===== src/rtl/cal_time_pkg.sv =====
package cal_time_pkg;

    localparam int unsigned BYTE_W = 8;
    localparam int unsigned SEL_W  = 4;

    typedef logic [BYTE_W-1:0] byte_t;

    typedef enum logic [SEL_W-1:0] {
        SEL_SEC  = 4'd0,
        SEL_MIN  = 4'd1,
        SEL_HOUR = 4'd2,
        SEL_WDAY = 4'd3,
        SEL_MDAY = 4'd4,
        SEL_MON  = 4'd5,
        SEL_YEAR = 4'd6
    } cal_sel_e;

    typedef struct packed {
        byte_t sec;
        byte_t min;
        byte_t hour;
        byte_t wday;
        byte_t mday;
        byte_t mon;
        byte_t year;
    } cal_time_t;

    localparam byte_t SEC_LAST  = 8'd59;
    localparam byte_t MIN_LAST  = 8'd59;
    localparam byte_t H24_LAST  = 8'd23;
    localparam byte_t H12_LAST  = 8'd11;
    localparam byte_t WDAY_LAST = 8'd7;
    localparam byte_t MON_LAST  = 8'd12;
    localparam byte_t YEAR_LAST = 8'd99;

    localparam cal_time_t RESET_TIME = '{sec: 8'd0, min: 8'd0, hour: 8'd0,
                                         wday: 8'd1, mday: 8'd1, mon: 8'd1,
                                         year: 8'd0};

    // Numeric value of a stored byte under the selected coding.
    function automatic byte_t to_num(input logic bcd, input byte_t v);
        byte_t tens;
        tens = {4'd0, v[7:4]};
        return bcd ? (tens * 8'd10 + {4'd0, v[3:0]}) : v;
    endfunction

    // Stored form of a numeric value under the selected coding.
    function automatic byte_t from_num(input logic bcd, input byte_t n);
        byte_t q;
        byte_t r;
        q = n / 8'd10;
        r = n % 8'd10;
        return bcd ? {q[3:0], r[3:0]} : n;
    endfunction

    function automatic logic at_last(input logic bcd, input byte_t v, input byte_t last);
        return to_num(bcd, v) >= last;
    endfunction

    function automatic byte_t month_days(input byte_t mon_n, input byte_t year_n);
        byte_t d;
        case (mon_n)
            8'd2:                    d = (year_n[1:0] == 2'd0) ? 8'd29 : 8'd28;
            8'd4, 8'd6, 8'd9, 8'd11: d = 8'd30;
            default:                 d = 8'd31;
        endcase
        return d;
    endfunction

endpackage


===== src/rtl/cal_field_step.sv =====
module cal_field_step
    import cal_time_pkg::*;
(
    input  logic  bcd,
    input  logic  adv,
    input  byte_t cur,
    input  byte_t first,
    input  byte_t last,
    output byte_t nxt
);
    byte_t num;

    always_comb begin
        num = to_num(bcd, cur);
        if (!adv) begin
            nxt = cur;
        end else if (num >= last) begin
            nxt = from_num(bcd, first);
        end else begin
            nxt = from_num(bcd, num + 8'd1);
        end
    end

endmodule


===== src/rtl/cal_hour_step.sv =====
module cal_hour_step
    import cal_time_pkg::*;
(
    input  logic  bcd,
    input  logic  hr24,
    input  logic  adv,
    input  byte_t cur,
    output byte_t nxt,
    output logic  day_carry
);
    byte_t low7;
    byte_t n24;
    byte_t n12;
    logic  wrap24;
    logic  wrap12;

    assign low7 = {1'b0, cur[6:0]};

    cal_field_step u_step24 (
        .bcd   (bcd),
        .adv   (adv),
        .cur   (cur),
        .first (8'd0),
        .last  (H24_LAST),
        .nxt   (n24)
    );

    cal_field_step u_step12 (
        .bcd   (bcd),
        .adv   (adv),
        .cur   (low7),
        .first (8'd0),
        .last  (H12_LAST),
        .nxt   (n12)
    );

    assign wrap24 = adv & at_last(bcd, cur, H24_LAST);
    assign wrap12 = adv & at_last(bcd, low7, H12_LAST);

    always_comb begin
        if (hr24) begin
            nxt       = n24;
            day_carry = wrap24;
        end else begin
            // afternoon flag toggles on each wrap of the 0..11 count
            nxt       = {cur[7] ^ wrap12, 7'd0} | (n12 & 8'h7F);
            day_carry = wrap12 & cur[7];
        end
    end

endmodule


===== src/rtl/cal_time_counter.sv =====
module cal_time_counter
    import cal_time_pkg::*;
(
    input  logic       clk,
    input  logic       rst,
    input  logic       tick_1hz,
    input  logic       set_hold,
    input  logic       bin_fmt,
    input  logic       hr24_fmt,
    input  logic       wr_en,
    input  logic [3:0] wr_sel,
    input  logic [7:0] wr_data,
    output logic [7:0] sec_o,
    output logic [7:0] min_o,
    output logic [7:0] hour_o,
    output logic [7:0] wday_o,
    output logic [7:0] mday_o,
    output logic [7:0] mon_o,
    output logic [7:0] year_o
);
    cal_time_t cur;
    byte_t     n_sec, n_min, n_hour, n_wday, n_mday, n_mon, n_year;
    byte_t     mon_n, year_n, mlen;
    logic      bcd, adv;
    logic      c_min, c_hour, c_day, c_mon, c_year;

    assign bcd = ~bin_fmt;
    assign adv = tick_1hz & ~set_hold;

    // carry chain, all resolved in the strobe cycle
    assign c_min  = adv & at_last(bcd, cur.sec, SEC_LAST);
    assign c_hour = c_min & at_last(bcd, cur.min, MIN_LAST);

    cal_field_step u_sec (
        .bcd (bcd), .adv (adv), .cur (cur.sec),
        .first (8'd0), .last (SEC_LAST), .nxt (n_sec)
    );

    cal_field_step u_min (
        .bcd (bcd), .adv (c_min), .cur (cur.min),
        .first (8'd0), .last (MIN_LAST), .nxt (n_min)
    );

    cal_hour_step u_hour (
        .bcd       (bcd),
        .hr24      (hr24_fmt),
        .adv       (c_hour),
        .cur       (cur.hour),
        .nxt       (n_hour),
        .day_carry (c_day)
    );

    // weekday is a single digit in both codings and feeds no carry onward
    always_comb begin
        if (!c_day) begin
            n_wday = cur.wday;
        end else if (cur.wday >= WDAY_LAST) begin
            n_wday = 8'd1;
        end else begin
            n_wday = cur.wday + 8'd1;
        end
    end

    assign mon_n  = to_num(bcd, cur.mon);
    assign year_n = to_num(bcd, cur.year);
    assign mlen   = month_days(mon_n, year_n);

    assign c_mon  = c_day & at_last(bcd, cur.mday, mlen);
    assign c_year = c_mon & at_last(bcd, cur.mon, MON_LAST);

    cal_field_step u_mday (
        .bcd (bcd), .adv (c_day), .cur (cur.mday),
        .first (8'd1), .last (mlen), .nxt (n_mday)
    );

    cal_field_step u_mon (
        .bcd (bcd), .adv (c_mon), .cur (cur.mon),
        .first (8'd1), .last (MON_LAST), .nxt (n_mon)
    );

    cal_field_step u_year (
        .bcd (bcd), .adv (c_year), .cur (cur.year),
        .first (8'd0), .last (YEAR_LAST), .nxt (n_year)
    );

    always_ff @(posedge clk) begin
        if (rst) begin
            cur <= RESET_TIME;
        end else if (wr_en) begin
            case (wr_sel)
                SEL_SEC:  cur.sec  <= wr_data;
                SEL_MIN:  cur.min  <= wr_data;
                SEL_HOUR: cur.hour <= wr_data;
                SEL_WDAY: cur.wday <= wr_data;
                SEL_MDAY: cur.mday <= wr_data;
                SEL_MON:  cur.mon  <= wr_data;
                SEL_YEAR: cur.year <= wr_data;
                default:  ;
            endcase
        end else if (adv) begin
            cur <= '{sec: n_sec, min: n_min, hour: n_hour, wday: n_wday,
                     mday: n_mday, mon: n_mon, year: n_year};
        end
    end

    assign sec_o  = cur.sec;
    assign min_o  = cur.min;
    assign hour_o = cur.hour;
    assign wday_o = cur.wday;
    assign mday_o = cur.mday;
    assign mon_o  = cur.mon;
    assign year_o = cur.year;

endmodule


===== config.mk =====
export PLATFORM = sky130hd
export DESIGN_NAME = cal_time_counter
export DESIGN_NICKNAME = d
export VERILOG_FILES = /design/src/rtl/cal_time_pkg.sv /design/src/rtl/cal_field_step.sv /design/src/rtl/cal_hour_step.sv /design/src/rtl/cal_time_counter.sv
export SDC_FILE = /design/constraint.sdc
export NUM_CORES = 1
export LEC_CHECK = 0
export ABC_AREA = 1
export CELL_PAD_IN_SITES_DETAIL_PLACEMENT = 1
export CELL_PAD_IN_SITES_GLOBAL_PLACEMENT = 1
export CORE_UTILIZATION = 46
export CTS_CLUSTER_DIAMETER = 200
export DETAILED_ROUTE_END_ITERATION = 7
export GPL_ROUTABILITY_DRIVEN = 0
export HOLD_SLACK_MARGIN = 0.06
export PLACE_DENSITY = 0.91
export SETUP_SLACK_MARGIN = 0.05
export SLEW_MARGIN = 0
export SYNTH_ARGS = -nofsm -noshare
export SYNTH_HDL_FRONTEND = slang
export SYNTH_SLANG_ARGS = --single-unit

===== constraint.sdc =====
create_clock -name clk -period 7 [get_ports clk]
set_input_delay 0.7 -clock clk [delete_from_list [all_inputs] [get_ports clk]]
set_output_delay 0.7 -clock clk [all_outputs]
set_load 0.01 [all_outputs]

==> metrics.csv <==
stage;metric;value;unit
outcome;run status;complete, no violations;
drt;vias post-DR;10040;
drt;DR iter-0 viols;459;
worst_setup_path;CP arrival;5.90;ns
power_and_ir_drop;Switching Fraction;0.5117;
clock_network;clk buf depth;2;
power_and_ir_drop;power share of the combinational group;0.642;
global_routing;GRT Residual Overflow;0;
global_routing;first-pass GRT wire length;48.24;mm
finish;fin nets;1645;
synth;Synth area leaders;nand2_1, dfxtp_1, ha_1;
power_and_ir_drop;sw power;0.9366;mW
sta;Pins Over Slew Limit;0;
drt;routed vias/inst;5.572;
sta;fin crit share;0.8153;
worst_setup_path;Worst Path Buf+Inv;5;
floorplanning;Starting Density;0.4763;
hold_path;class of the worst hold path;reg -> reg;
finish;Multi-input gate area;0.006865;mm2
synth;Syn Nets;1590;
clock_network;Worst-path clk slew;0.08;ns
power_and_ir_drop;P_leak;5.119;nW
global_routing;antenna violations before repair;0;
sta;fmax;175.2;MHz
drt;drt total wl;28.75;mm
clock_network;CTS tree;yes;
synth;synth warn;0;
flow_run;max-cap violation count;0;
finish;synth-to-layout area growth;11.70;%
synth;most used flip-flop cell after synthesis;dfxtp_1;
finish;register area;0.001121;mm2
worst_setup_path;WS Path Type;reg -> reg;
synth;Cell Area, Synth;0.009029;mm2
sta;Final Hold Vio Count;0;
worst_setup_path;max incr delay on CP;1.03;ns
finish;fill count;2679;
clock_network;TritonCTS buffer count;5;
place;dpl hpwl;23.16;mm
synth;Yosys top cell area share;0.1559;
sta;clk_skew;0.01050;ns
sta;Tmin final;5.707;ns
worst_setup_path;Max Fanout on Critical Path;15;
drt;total iterations of the first detailed-routing run;4;
power_and_ir_drop;PwrDens;181.5;mW/mm2
synth;Post-synth top cells;nand2_1, inv_1, nand3_1;
synth;Syn Inst Count;1485;
power_and_ir_drop;Pwr Total;1.830;mW
clock_network;Worst-Skew Late Latency;0.30;ns
worst_setup_path;family with the most delay on the worst path;simple AND/OR/NAND/NOR gates;
synth;Yosys reg bits;56;
clock_network;Post-CTS Setup Inserts;0;
clock_network;Root Buffer;clkbuf_16;
synth;asr flop ratio synth;0;
sta;Slew HR;0.2100;
floorplanning;Ports;75;
synth;post-synthesis sequential area ratio;0.1242;
clock_network;Post-CTS Hold Buffers;0;
worst_setup_path;Slowest-stage cell, CP;nor4_2;
worst_setup_path;critical path's most frequent cell;inv_1;
worst_setup_path;Setup crit end kind;flip-flop;
sta;setup TNS;0;ns
sta;Final WS setup;1.293;ns
sta;RSZ-0062 raised after global routing;false;
clock_network;post_cts resized;0;
power_and_ir_drop;IR drop worst, VDD;0.0001218;V
floorplanning;Die Wd;142.1;um
power_and_ir_drop;clock share of power;0.146;
place;port bufs;74;
floorplanning;full die area;0.02019;mm2
floorplanning;die height;142.1;um
synth;top-count cell post-synth;nand2_1;
power_and_ir_drop;sequential cell fraction of total power;0.211;
finish;# diodes;0;
synth;Post-synth EDFFs;0;
drt;DR WL/cell;15.96;um
power_and_ir_drop;internal power;0.8937;mW
clock_network;CTS H-Tree Depth;2;
synth;synth unique cells;64;
clock_network;clk sinks;56;
place;dpl ws;1.402;ns
floorplanning;Rows;50;
global_routing;vias in the first global route;10340;
synth;top cell type by total area after synthesis;nand2_1;
drt;drc violations;0;
synth;synthesized area per cell;6.080;um2
sta;Final setup viols;0;
global_routing;global-route usage over all layers;0.2903;
drt;ANT nets after route;0;
sta;Slew @ Worst Pin;1.175;ns
worst_setup_path;CP startpoint kind;flip-flop;
global_routing;largest net degree at the start of global routing;83;
floorplanning;core footprint;0.01896;mm2
worst_setup_path;Worst EP required;7.19;ns
finish;share of layout cells above drive strength 1;0.1233;
-- worst paths after layout --
path,start,end,slack (ns),depth (start not counted)
max,mon_o[5]$_SDFFE_PP0P_,year_o[2]$_SDFFE_PP0P_,1.29,25
min,wday_o[0]$_SDFFE_PP1P_,wday_o[0]$_SDFFE_PP1P_,0.57,2
max reg2reg,mon_o[5]$_SDFFE_PP0P_,year_o[2]$_SDFFE_PP0P_,1.29,25
min reg2reg,wday_o[0]$_SDFFE_PP1P_,wday_o[0]$_SDFFE_PP1P_,0.57,2
-- power groups by stage --
stage | logic [mW] | clock network [mW] | registers [mW]
after floorplan | 0.877 | 0 | 0.391
after global placement | 1.10 | 0 | 0.393
after detailed placement | 1.16 | 0 | 0.393
after CTS | 1.18 | 0.265 | 0.387
after global routing | 1.32 | 0.278 | 0.392
final | 1.18 | 0.268 | 0.387
-- stage by stage --
step / hold slack (ns) / std cells / instance area [um2] / util
6_report: 0.5692 / 1801 / 10080 / 0.5320
5_1_grt: 0.6213 / 1801 / 10080 / 0.5320
4_1_cts: 0.5688 / 1801 / 10080 / 0.5320
3_5_place_dp: 0.5483 / 1793 / 9932 / 0.5240
3_3_place_gp: 0.5259 / 1793 / 9932 / 0.5240
2_1_floorplan: 0.5387 / 1485 / 9029 / -
-- kinds of logic (layout without fill, tap and decap cells) --
family | after synthesis | after routing | synth area share
DFF | 56 | 56 | 0.1242
adders and majority gates | 86 | 86 | 0.1292
AOI/OAI and AO/OA | 264 | 264 | 0.1772
xor gates and xnor gates | 42 | 42 | 0.04726
buffers and inverters | 255 | 311 | 0.1154
and+or+nand+nor | 782 | 782 | 0.4067
-- worst reg2reg max path, stage by stage (launching register included) --
cell and delay, ns:
dfxtp_1 0.44, ha_1 0.28, ha_1 0.23, fa_1 0.40
xnor2_1 0.17, or2_2 0.30, or2_1 0.24, xor2_1 0.18
inv_2 0.07, nand3_1 0.11, nor3b_1 0.36, inv_1 0.08
o21bai_1 0.13, inv_1 0.06, ha_1 0.27, inv_1 0.04
a21boi_0 0.23, o21ai_0 0.18, nor2_1 0.14, nand2_1 0.08
nand4_1 0.11, nor2_1 0.12, nor4_2 1.03, inv_1 0.15
nor2_1 0.17, a21oi_1 0.08
-- cell usage in the layout (no fill, tap or decap), drive strengths merged, types with 12 or more instances in the layout --
cell,netlist,final
nand4,23,23
nand3,166,166
nand2,440,440
fa,12,12
xor2,26,26
ha,74,74
a31oi,27,27
or2,14,14
inv,219,220
clkdlybuf4s50,0,73
dfxtp,56,56
xnor2,15,15
o211ai,14,14
o21ai,112,112
a21oi,85,85
nor2,111,111
-- layer usage --
metal / track usage / vias up / part of all wire
met5: 0 / - / 0
met4: 0.08602 / 0 / 0.026
met3: 0.02288 / 56 / 0.030
met2: 0.5539 / 194 / 0.51
met1: 0.3416 / 4825 / 0.43
li1: - / 4961 / -
-- flip-flops by register name (all words and copies together), names as in the netlist --
| name | cells |
|---|---|
| wday_o | 8 |
| min_o | 8 |
| mon_o | 8 |
| hour_o | 8 |
| year_o | 8 |
| sec_o | 8 |
| mday_o | 8 |
-- area by class of cell --
cell class | instances | area share
multi-input cells | 1174 | 0.6808
well taps | 260 | 0.03226
inverters | 225 | 0.08474
clock buffers | 5 | 0.01241
flip-flops and latches | 56 | 0.1112
repair buffers | 78 | 0.07593
clock inverters | 3 | 0.002730
Note: power is estimated with default switching activity, not from simulation.
